`src/rtl/dma_req_pkg.sv`:
```
package dma_req_pkg;
  localparam int unsigned NCH  = 4;
  localparam int unsigned CH_W = $clog2(NCH);

  localparam logic [2:0] A_GLO = 3'd0;
  localparam logic [2:0] A_GHI = 3'd1;
  localparam logic [2:0] A_CH0 = 3'd2;

  localparam logic [3:0] SRC_PIN = 4'b0001;

  typedef struct packed {
    logic       ack_en;
    logic       edge_mode;
    logic [3:0] src;
  } ch_cfg_t;
endpackage

```
`src/rtl/dma_sync.sv`:
```
module dma_sync #(
  parameter int unsigned W = 1,
  parameter logic [W-1:0] RST_VAL = '1
) (
  input  logic         clk_i,
  input  logic         rst_ni,
  input  logic [W-1:0] d_i,
  output logic [W-1:0] q_o,
  output logic [W-1:0] fall_o
);
  logic [W-1:0] s1_q, s2_q, s3_q;

  always_ff @(posedge clk_i or negedge rst_ni) begin
    if (!rst_ni) begin
      s1_q <= RST_VAL;
      s2_q <= RST_VAL;
      s3_q <= RST_VAL;
    end else begin
      s1_q <= d_i;
      s2_q <= s1_q;
      s3_q <= s2_q;
    end
  end

  assign q_o    = s2_q;
  assign fall_o = s3_q & ~s2_q;
endmodule

```
`src/rtl/dma_chan_req.sv`:
```
module dma_chan_req
  import dma_req_pkg::*;
(
  input  logic    clk_i,
  input  logic    rst_ni,
  input  ch_cfg_t cfg_i,
  input  logic    pin_i,      // synchronized, active low
  input  logic    pin_fall_i,
  input  logic    sw_set_i,
  input  logic    clr_i,
  output logic    sw_o,
  output logic    req_o
);
  logic sw_q, lat_q;
  logic pin_sel;

  assign pin_sel = (cfg_i.src == SRC_PIN);

  always_ff @(posedge clk_i or negedge rst_ni) begin
    if (!rst_ni) begin
      sw_q  <= 1'b0;
      lat_q <= 1'b0;
    end else begin
      if (sw_set_i)  sw_q <= 1'b1;
      else if (clr_i) sw_q <= 1'b0;
      if (pin_fall_i && pin_sel && cfg_i.edge_mode) lat_q <= 1'b1;
      else if (clr_i)                                lat_q <= 1'b0;
    end
  end

  assign sw_o  = sw_q;
  assign req_o = sw_q | (pin_sel & (cfg_i.edge_mode ? lat_q : ~pin_i));
endmodule

```
`src/rtl/dma_arb.sv`:
```
module dma_arb #(
  parameter int unsigned N  = 4,
  parameter int unsigned IW = 2
) (
  input  logic [N-1:0]  req_i,
  input  logic          rr_i,
  input  logic [IW-1:0] last_i,
  output logic [IW-1:0] win_o,
  output logic          any_o
);
  always_comb begin
    win_o = '0;
    any_o = 1'b0;
    for (int k = 0; k < int'(N); k++) begin
      int idx;
      idx = rr_i ? ((int'(last_i) + 1 + k) % int'(N)) : k;
      if (!any_o && req_i[idx]) begin
        any_o = 1'b1;
        win_o = IW'(idx);
      end
    end
  end
endmodule

```
`src/rtl/dma_req_ctrl.sv`:
```
module dma_req_ctrl
  import dma_req_pkg::*;
#(
  parameter int unsigned CNT_W = 16,
  parameter int unsigned NACK  = 3
) (
  input  logic             clk_i,
  input  logic             rst_ni,
  input  logic             reg_we_i,
  input  logic [2:0]       reg_addr_i,
  input  logic [7:0]       reg_wdata_i,
  output logic [7:0]       reg_rdata_o,
  input  logic [NCH-1:0]   xreq_ni,
  output logic [NCH-1:0]   grant_o,
  output logic [NACK-1:0]  ack_o,
  input  logic             cnt_load_i,
  input  logic [CH_W-1:0]  cnt_ch_i,
  input  logic [CNT_W-1:0] cnt_val_i,
  output logic [CNT_W-1:0] cnt_o,
  input  logic             step_i,
  output logic             tc_oe_o,
  input  logic             tc_i
);
  logic             prio_q, tcen_q, active_q;
  logic [NCH-1:0]   en_q, sw_q, raw_req, clr, pin_s, pin_fall;
  logic [CH_W-1:0]  ach_q, last_q, win;
  logic             any_elig, grant_fire, done, cancel;
  logic             tc_s, tc_fall, oe_d1_q, oe_d2_q, tc_oe_q;
  ch_cfg_t          cfg_q [NCH];
  logic [CNT_W-1:0] cnt_q [NCH];
  logic             we_lo, we_hi;

  assign we_lo = reg_we_i && reg_addr_i == A_GLO;
  assign we_hi = reg_we_i && reg_addr_i == A_GHI;

  dma_sync #(.W(NCH)) u_pin_sync (
    .clk_i, .rst_ni, .d_i(xreq_ni), .q_o(pin_s), .fall_o(pin_fall)
  );

  dma_sync #(.W(1)) u_tc_sync (
    .clk_i, .rst_ni, .d_i(tc_i), .q_o(tc_s), .fall_o(tc_fall)
  );

  dma_arb #(.N(NCH), .IW(CH_W)) u_arb (
    .req_i(raw_req & en_q), .rr_i(prio_q), .last_i(last_q),
    .win_o(win), .any_o(any_elig)
  );

  assign grant_fire = !active_q && any_elig;
  assign done       = active_q && step_i && (cnt_q[ach_q] <= CNT_W'(1));
  // mask the reflection of our own pulse through the synchronizer
  assign cancel     = tcen_q && tc_fall && !(tc_oe_q || oe_d1_q || oe_d2_q);

  for (genvar c = 0; c < NCH; c++) begin : g_ch
    assign clr[c] = (grant_fire && win == CH_W'(c)) ||
                    (cancel && active_q && ach_q == CH_W'(c));

    dma_chan_req u_req (
      .clk_i, .rst_ni,
      .cfg_i(cfg_q[c]), .pin_i(pin_s[c]), .pin_fall_i(pin_fall[c]),
      .sw_set_i(we_hi && reg_wdata_i[c]), .clr_i(clr[c]),
      .sw_o(sw_q[c]), .req_o(raw_req[c])
    );

    always_ff @(posedge clk_i or negedge rst_ni) begin
      if (!rst_ni) cfg_q[c] <= '0;
      else if (reg_we_i && reg_addr_i == A_CH0 + 3'(c))
        cfg_q[c] <= ch_cfg_t'(reg_wdata_i[5:0]);
    end

    always_ff @(posedge clk_i or negedge rst_ni) begin
      if (!rst_ni) cnt_q[c] <= '0;
      else if (cnt_load_i && cnt_ch_i == CH_W'(c)) cnt_q[c] <= cnt_val_i;
      else if (active_q && ach_q == CH_W'(c) && step_i && cnt_q[c] != '0)
        cnt_q[c] <= cnt_q[c] - 1'b1;
    end

    assign grant_o[c] = active_q && ach_q == CH_W'(c);
  end

  for (genvar c = 0; c < NACK; c++) begin : g_ack
    assign ack_o[c] = grant_o[c] && cfg_q[c].ack_en;
  end

  always_ff @(posedge clk_i or negedge rst_ni) begin
    if (!rst_ni) begin
      prio_q   <= 1'b0;
      tcen_q   <= 1'b0;
      en_q     <= '0;
      active_q <= 1'b0;
      ach_q    <= '0;
      last_q   <= '0;
      tc_oe_q  <= 1'b0;
      oe_d1_q  <= 1'b0;
      oe_d2_q  <= 1'b0;
    end else begin
      if (we_lo) begin
        prio_q <= reg_wdata_i[0];
        tcen_q <= reg_wdata_i[1];
      end
      if (we_hi) en_q <= reg_wdata_i[7:4];
      if (grant_fire) begin
        active_q <= 1'b1;
        ach_q    <= win;
        last_q   <= win;
      end else if (done || cancel) begin
        active_q <= 1'b0;
      end
      tc_oe_q <= done && tcen_q;
      oe_d1_q <= tc_oe_q;
      oe_d2_q <= oe_d1_q;
    end
  end

  assign tc_oe_o = tc_oe_q;
  assign cnt_o   = cnt_q[cnt_ch_i];

  always_comb begin
    reg_rdata_o = '0;
    if (reg_addr_i == A_GLO) reg_rdata_o = {raw_req, 2'b00, tcen_q, prio_q};
    else if (reg_addr_i == A_GHI) reg_rdata_o = {en_q, sw_q};
    else begin
      for (int c = 0; c < int'(NCH); c++)
        if (reg_addr_i == A_CH0 + 3'(c)) reg_rdata_o = {2'b00, cfg_q[c]};
    end
  end
endmodule

```
`config.mk`:
```
export PLATFORM = sky130hd
export DESIGN_NAME = dma_req_ctrl
export DESIGN_NICKNAME = d
export VERILOG_FILES = /design/src/rtl/dma_req_pkg.sv /design/src/rtl/dma_sync.sv /design/src/rtl/dma_chan_req.sv /design/src/rtl/dma_arb.sv /design/src/rtl/dma_req_ctrl.sv
export SDC_FILE = /design/constraint.sdc
export NUM_CORES = 1
export LEC_CHECK = 0
export CAP_MARGIN = 20
export CORE_ASPECT_RATIO = 1.4
export CORE_MARGIN = 5
export CORE_UTILIZATION = 60
export CTS_CLUSTER_SIZE = 10
export DETAILED_ROUTE_END_ITERATION = 10
export PLACE_DENSITY = 0.86
export SLEW_MARGIN = 10
export SYNTH_ARGS = -nofsm -noshare
export SYNTH_HDL_FRONTEND = slang
export SYNTH_SLANG_ARGS = --single-unit
```
`constraint.sdc`:
```
create_clock -name clk_i -period 6.6 [get_ports clk_i]
set_input_delay 1.32 -clock clk_i [delete_from_list [all_inputs] [get_ports clk_i]]
set_output_delay 1.32 -clock clk_i [all_outputs]
set_load 0.05 [all_outputs]
```
==> results.cfg, run 1 <==
[run_status]
status = finished clean

[layout]
layout_common_cells = dfrtp_1 (108), nor2_1 (71), clkdlybuf4s50_1 (69)
syn_to_final_growth_pct = 21.6
nFillCells = 767
final_layout_size_suffix_gt1_share_pct = 16.9
layout.cells.most_common = dfrtp_1
nNetsFinal = 804
antenna_cells = 0
post-route-util_pct = 75.0
regArea_mm2 = 0.00310
multi_input_area_mm2 = 0.00378
stdcell_count = 914

[synthesis]
synth_nets = 737
synthFlopType = dfrtp_1
synth-edff-count = 0
yosys_register_bits = 123
synth.avg_cell_area_um2 = 10.2
yosysSeqAreaShare_pct = 44.1
syn_area_mm2 = 0.00703
async_flop_share_pct = 100
syn_inst = 690
ys_types = 63
yosysWarningCount = 0

[power]
seqPwrFrac_pct = 34.8
ir_drop_v = 0.000227
clkPwrFrac_pct = 29.3
internal_power_uw = 2100
leakage_uw = 0.00333
p_comb_share_pct = 35.8
switching_share_pct = 38.9
p_sw_uw = 1340
p_per_area_mw_per_mm2 = 402

[grt]
antenna_found_initial = 0
grt_pass1_vias = 6141
grt_start_max_net_pins = 81
grt_pass1_wl_um = 31600
grt-ovfl-total = 0
grt_usage_pct = 28.8

[critical_path]
cp_slowest_cell = clkdlybuf4s50_1
r2r-end = g_ch[1].u_req.sw_o
cpPeakStageDelay_ns = 1.15
cpMostUsedCell = clkdlybuf4s50_1
crit_required_ns = 5.28
crit_family = buffers and inverters
r2r-start = last_q[0]
rr_worst_depth = 8
worst-setup-path-type = primary input to primary output
crit_fanout = 20
critPathArrivalTime_ns = 3.82
cp.buffers_inverters = 2
startpoint_type = primary input
crit_chain = clkdlybuf4s50_1, mux4_2, clkdlybuf4s50_1
end_kind = primary output
ff2ff_setup_slack_ns = 3.54

[clock_network]
postCtsSetupBuffers = 0
cts_resized = 0
path_clk_slew_ns = 0.06
cts_buffers = 17
postCtsHoldBufs = 0
cts_tree = built
htreeDepth = 4
cts-root-buf = clkbuf_16
clkLatencyLatePin_ns = 0.42
clockBufferDepth = 2
cts_sinks = 123

[die]
die_y_um = 138
ios = 71
die-area_mm2 = 0.0140
die_w_um = 101
start_util_pct = 61.7
rows = 46
coreArea_mm2 = 0.0114

[route]
vias = 5915
drtAntennaViolNets = 0
wl_per_cell_um = 21.4
drc_errors = 0
vias_per_cell = 6.47
drt_iter0_drc = 369
wl_um = 19500
first_pass_iters = 5

[placement]
routabilityCongestion = 0.974
port_buffers = 70
dp.cells = 878
dpl.hpwl_um = 14100

[sta]
hold_slack_ns = 0.355
worstMarginPinSlew_ns = 1.03
setup_viol = 0
fmax_ghz = 0.195
maxSlewViolCount = 0
slew_headroom_pct = 30.5
fin_tns_setup_ns = 0
fin_crit_ns = 5.14
fin_skew_ns = 0.00986
finalCritPeriodShare_pct = 77.8
rsz0062_at_grt = false
hold_viol_final = 0

[worst_hold_path]
min_from = u_tc_sync.s1_q
holdPathEnd = u_tc_sync.q_o
hold_path_class = register to register
hold_path_depth = 0

[run]
max-cap-violations = 0
## state kept, by name, summed over array words and instances (netlist names)
signal and flops:
cnt_q 64, g_ch.u_req.sw_o 4, prio_q 1, u_pin_sync.s1_q 4, u_tc_sync.s1_q 1, last_q 2, tc_oe_o 1, u_pin_sync.q_o 4
cfg_q 24, u_tc_sync.s3_q 1, tcen_q 1, active_q 1, oe_d2_q 1, u_pin_sync.s3_q 4, oe_d1_q 1, g_ch.u_req.lat_q 4
en_q 4, u_tc_sync.q_o 1
## Yosys cell counts, types with 3 or more instances
cell	n	area, µm²
nand3b_1	3	22.5
ha_1	8	100
a22oi_1	3	22.5
dfstp_2	15	394
o22ai_1	4	25.0
nor3_1	16	80.1
nor2_1	71	267
buf_1	4	15.0
nand3_1	11	55.1
nand4_1	7	43.8
a31o_2	3	26.3
nor2b_1	8	50.1
inv_1	13	48.8
mux4_2	18	405
o21ai_1	7	35.0
a31oi_2	3	37.5
nand4b_1	3	26.3
a21o_1	4	30.0
nor4_1	11	68.8
mux2i_1	14	140
a21oi_1	43	215
xnor2_1	38	333
dfrtp_1	108	2700
a211oi_1	6	45.0
and2_1	9	56.3
nand2b_1	12	75.1
and3_1	9	56.3
mux2_2	35	394
o21ai_0	33	165
or3_1	9	56.3
o211ai_1	6	45.0
a221oi_1	3	26.3
a31oi_1	4	25.0
nand2_1	67	251
buf_2	3	15.0
clkbuf_1	22	82.6
xor2_1	18	158
## worst max path at each step
stage | startpoint | to | cells after the start
after global placement | reg_addr_i[0] | reg_rdata_o[1] | 5
after detailed placement | reg_addr_i[0] | reg_rdata_o[4] | 6
final | cnt_ch_i[1] | cnt_o[1] | 3
after floorplan | reg_addr_i[0] | reg_rdata_o[2] | 4
after global routing | reg_addr_i[1] | reg_rdata_o[4] | 6
after CTS | reg_addr_i[0] | reg_rdata_o[4] | 6
## per-stage QoR
step | cell area (µm²) | setup WS (ns) | total power, µW
detailed placement | 7820 | 1.26 | 2410
finish | 8550 | 1.46 | 3440
global route | 8550 | 1.34 | 3610
global placement | 7820 | 1.35 | 2360
floorplan | 7030 | 2.03 | 2010
CTS | 8460 | 1.26 | 3420
## cell families (layout without fill, tap and decap cells)
family,after synthesis,in the layout,share of synthesized area [%]
AOI/OAI and AO/OA,134,134,12.4
xor gates and xnor gates,56,56,6.98
adders and majority gates,8,8,1.42
buffers and inverters,42,122,2.30
DFF,123,123,44.1
muxes,67,67,13.4
and+or+nand+nor,260,260,19.5
## power by group through the flow
stage / sequential (µW) / clock [µW] / combinational (µW)
finish: 1200 / 1010 / 1230
global route: 1220 / 1060 / 1330
CTS: 1190 / 1020 / 1220
detailed placement: 1200 / 0 / 1210
global placement: 1180 / 0 / 1170
floorplan: 1100 / 0 / 910
## routing by layer
layer,up-vias,routed length [µm],global-route usage [%]
met4,0,800,14.1
met5,-,0,0
met2,271,10400,48.9
met3,64,1280,6.14
met1,2940,7110,34.1
li1,2640,-,-
## area by class of cell
cell class,count,area share (%)
Multi-Input combinational cell,525,44.2
Inverter,13,0.571
Clock buffer,17,4.98
Tap cell,144,2.11
Sequential cell,123,36.2
Timing Repair Buffer,77,9.43
Clock inverter,15,2.49
No activity file was read; power rests on OpenSTA's default activity.
==> run 2: changes to the inputs <==
--- a/config.mk
+++ b/config.mk
@@ -8,10 +8,10 @@
 export CAP_MARGIN = 20
 export CORE_ASPECT_RATIO = 1.4
 export CORE_MARGIN = 5
-export CORE_UTILIZATION = 60
+export CORE_UTILIZATION = 52
 export CTS_CLUSTER_SIZE = 10
 export DETAILED_ROUTE_END_ITERATION = 10
-export PLACE_DENSITY = 0.86
+export PLACE_DENSITY = 0.8
 export SLEW_MARGIN = 10
 export SYNTH_ARGS = -nofsm -noshare
 export SYNTH_HDL_FRONTEND = slang
==> constraint.sdc (replaced) <==
create_clock -name clk_i -period 4.3 [get_ports clk_i]
set_input_delay 0.86 -clock clk_i [delete_from_list [all_inputs] [get_ports clk_i]]
set_output_delay 0.86 -clock clk_i [all_outputs]
set_load 0.05 [all_outputs]
==> results.cfg, run 2 (synthesis results as in run 1) <==
[run_status]
status = finished clean

[layout]
final_layout_size_suffix_gt1_share_pct = 20.1
syn_to_final_growth_pct = 21.5
post-route-util_pct = 64.1
largest_reg_flops = 64
nNetsFinal = 807
fin_area_mm2 = 0.00854
reg_top3 = cnt_q x64, cfg_q x24
layout_common_cells = dfrtp_1 (108), nor2_1 (71), nand2_1 (67)
layout.cells.most_common = dfrtp_1
antenna_cells = 0
largest-register = cnt_q

[sta]
fmax_ghz = 0.268
slew_headroom_pct = 37.5
fin_skew_ns = 0.00705
layout_setup_ws_ns = 0.566
rsz0062_at_grt = false
worstMarginPinSlew_ns = 0.937
setup_viol = 0
finalCritPeriodShare_pct = 86.8
hold_viol_final = 0
maxSlewViolCount = 0
fin_tns_setup_ns = 0
fin_crit_ns = 3.73

[critical_path]
crit_required_ns = 3.44
worst-setup-path-type = primary input to primary output
crit_fanout = 17
critPathArrivalTime_ns = 2.87
end_kind = primary output
startpoint_type = primary input

[placement]
routabilityCongestion = 0.922
dpl_cell_area_mm2 = 0.00791
port_buffers = 70
pre_cts_slack_ns = 0.569
dpl.hpwl_um = 14200

[clock_network]
clockBufferDepth = 2
cts_buffers = 17
postCtsHoldBufs = 0
clkLatencyLatePin_ns = 0.42
cts-root-buf = clkbuf_16
cts_tree = built
cts_sinks = 123
path_clk_slew_ns = 0.05
cts_resized = 0
postCtsSetupBuffers = 0
htreeDepth = 4

[route]
first_pass_iters = 5
vias_per_cell = 6.07
drtAntennaViolNets = 0
drt_iter0_drc = 331
wl_per_cell_um = 20.0
wl_um = 19100
vias = 5801
drc_errors = 0

[power]
seqPwrFrac_pct = 34.8
internal_power_uw = 3240
p_per_area_mw_per_mm2 = 612
leakage_uw = 0.00336
clkPwrFrac_pct = 28.9
ir_drop_v = 0.000342
p_comb_share_pct = 36.2
p_sw_uw = 1990
switching_share_pct = 38.1

[die]
coreArea_mm2 = 0.0133
die_y_um = 148
die-area_mm2 = 0.0160
ios = 71
rows = 50
die_w_um = 108
start_util_pct = 52.8

[grt]
grt_usage_pct = 25.0
grt_pass1_wl_um = 30900
grt_pass1_vias = 6097
grt-ovfl-total = 0
antenna_found_initial = 0
grt_start_max_net_pins = 45

[worst_hold_path]
hold_path_class = register to register

[run]
max-cap-violations = 0
run 2: cell types whose count changed in the layout (fill, tap and decap cells not counted), sizes merged:
cell           previous run  this run
clkinv                    4         5
clkdlybuf4s50            69        45
clkbuf                   17        21
buf                       8        35
inv                      18        13
run 2: power by group through the flow:
stage | Clock, µW | Combinational [µW] | Sequential [µW]
CTS | 1530 | 1890 | 1810
global route | 1590 | 2040 | 1860
detailed placement | 0 | 1870 | 1820
floorplan | 0 | 1400 | 1690
global placement | 0 | 1820 | 1810
finish | 1510 | 1890 | 1820
run 2: area by class of cell:
type                       instances  area [µm²]
timing repair buffer              80         763
inverter                          13        48.8
sequential                       123        3100
clock buffer                      21         460
tap                              182         228
fill                            1065        4780
multi-input combinational        525        3780
clock inverter                    11         168
run 2: metrics by stage:
stage / power (µW) / hold WS (ns) / instances
final: 5230 / 0.353 / 955
after global routing: 5490 / 0.362 / 955
after CTS: 5230 / 0.355 / 955
after detailed placement: 3690 / 0.347 / 923
after global placement: 3630 / 0.349 / 923
after floorplan: 3090 / 0.345 / 690
run 2: layer usage:
layer  up-vias  global-route usage (%)  wire length, µm
met4         0                    11.8              744
met5         -                       0                0
met3        61                    6.07             1160
li1       2645                       -                -
met2       240                    43.7             9970
met1      2855                    28.4             7240
run 2: worst max-delay path, cell delays in order:
cell and delay [ns]:
clkdlybuf4s50_1 0.93, buf_4 0.31, nor3_1 0.07, a211oi_1 0.23, nor2_1 0.06, a21oi_1 0.22, buf_12 0.18
run 2: final timing paths:
kind	startpoint	to	slack [ns]	cells past startpoint
max in group asynchronous	rst_ni	u_pin_sync.q_o[1]	2.89	2
min	u_pin_sync.s1_q[0]	u_pin_sync.q_o[0]	0.35	0
min reg2reg	u_pin_sync.s1_q[0]	u_pin_sync.q_o[0]	0.35	0
min in group asynchronous	rst_ni	cfg_q[11]	0.44	1
max reg2reg	last_q[0]	g_ch[2].u_req.lat_q	1.42	7
max	reg_addr_i[0]	reg_rdata_o[5]	0.57	7
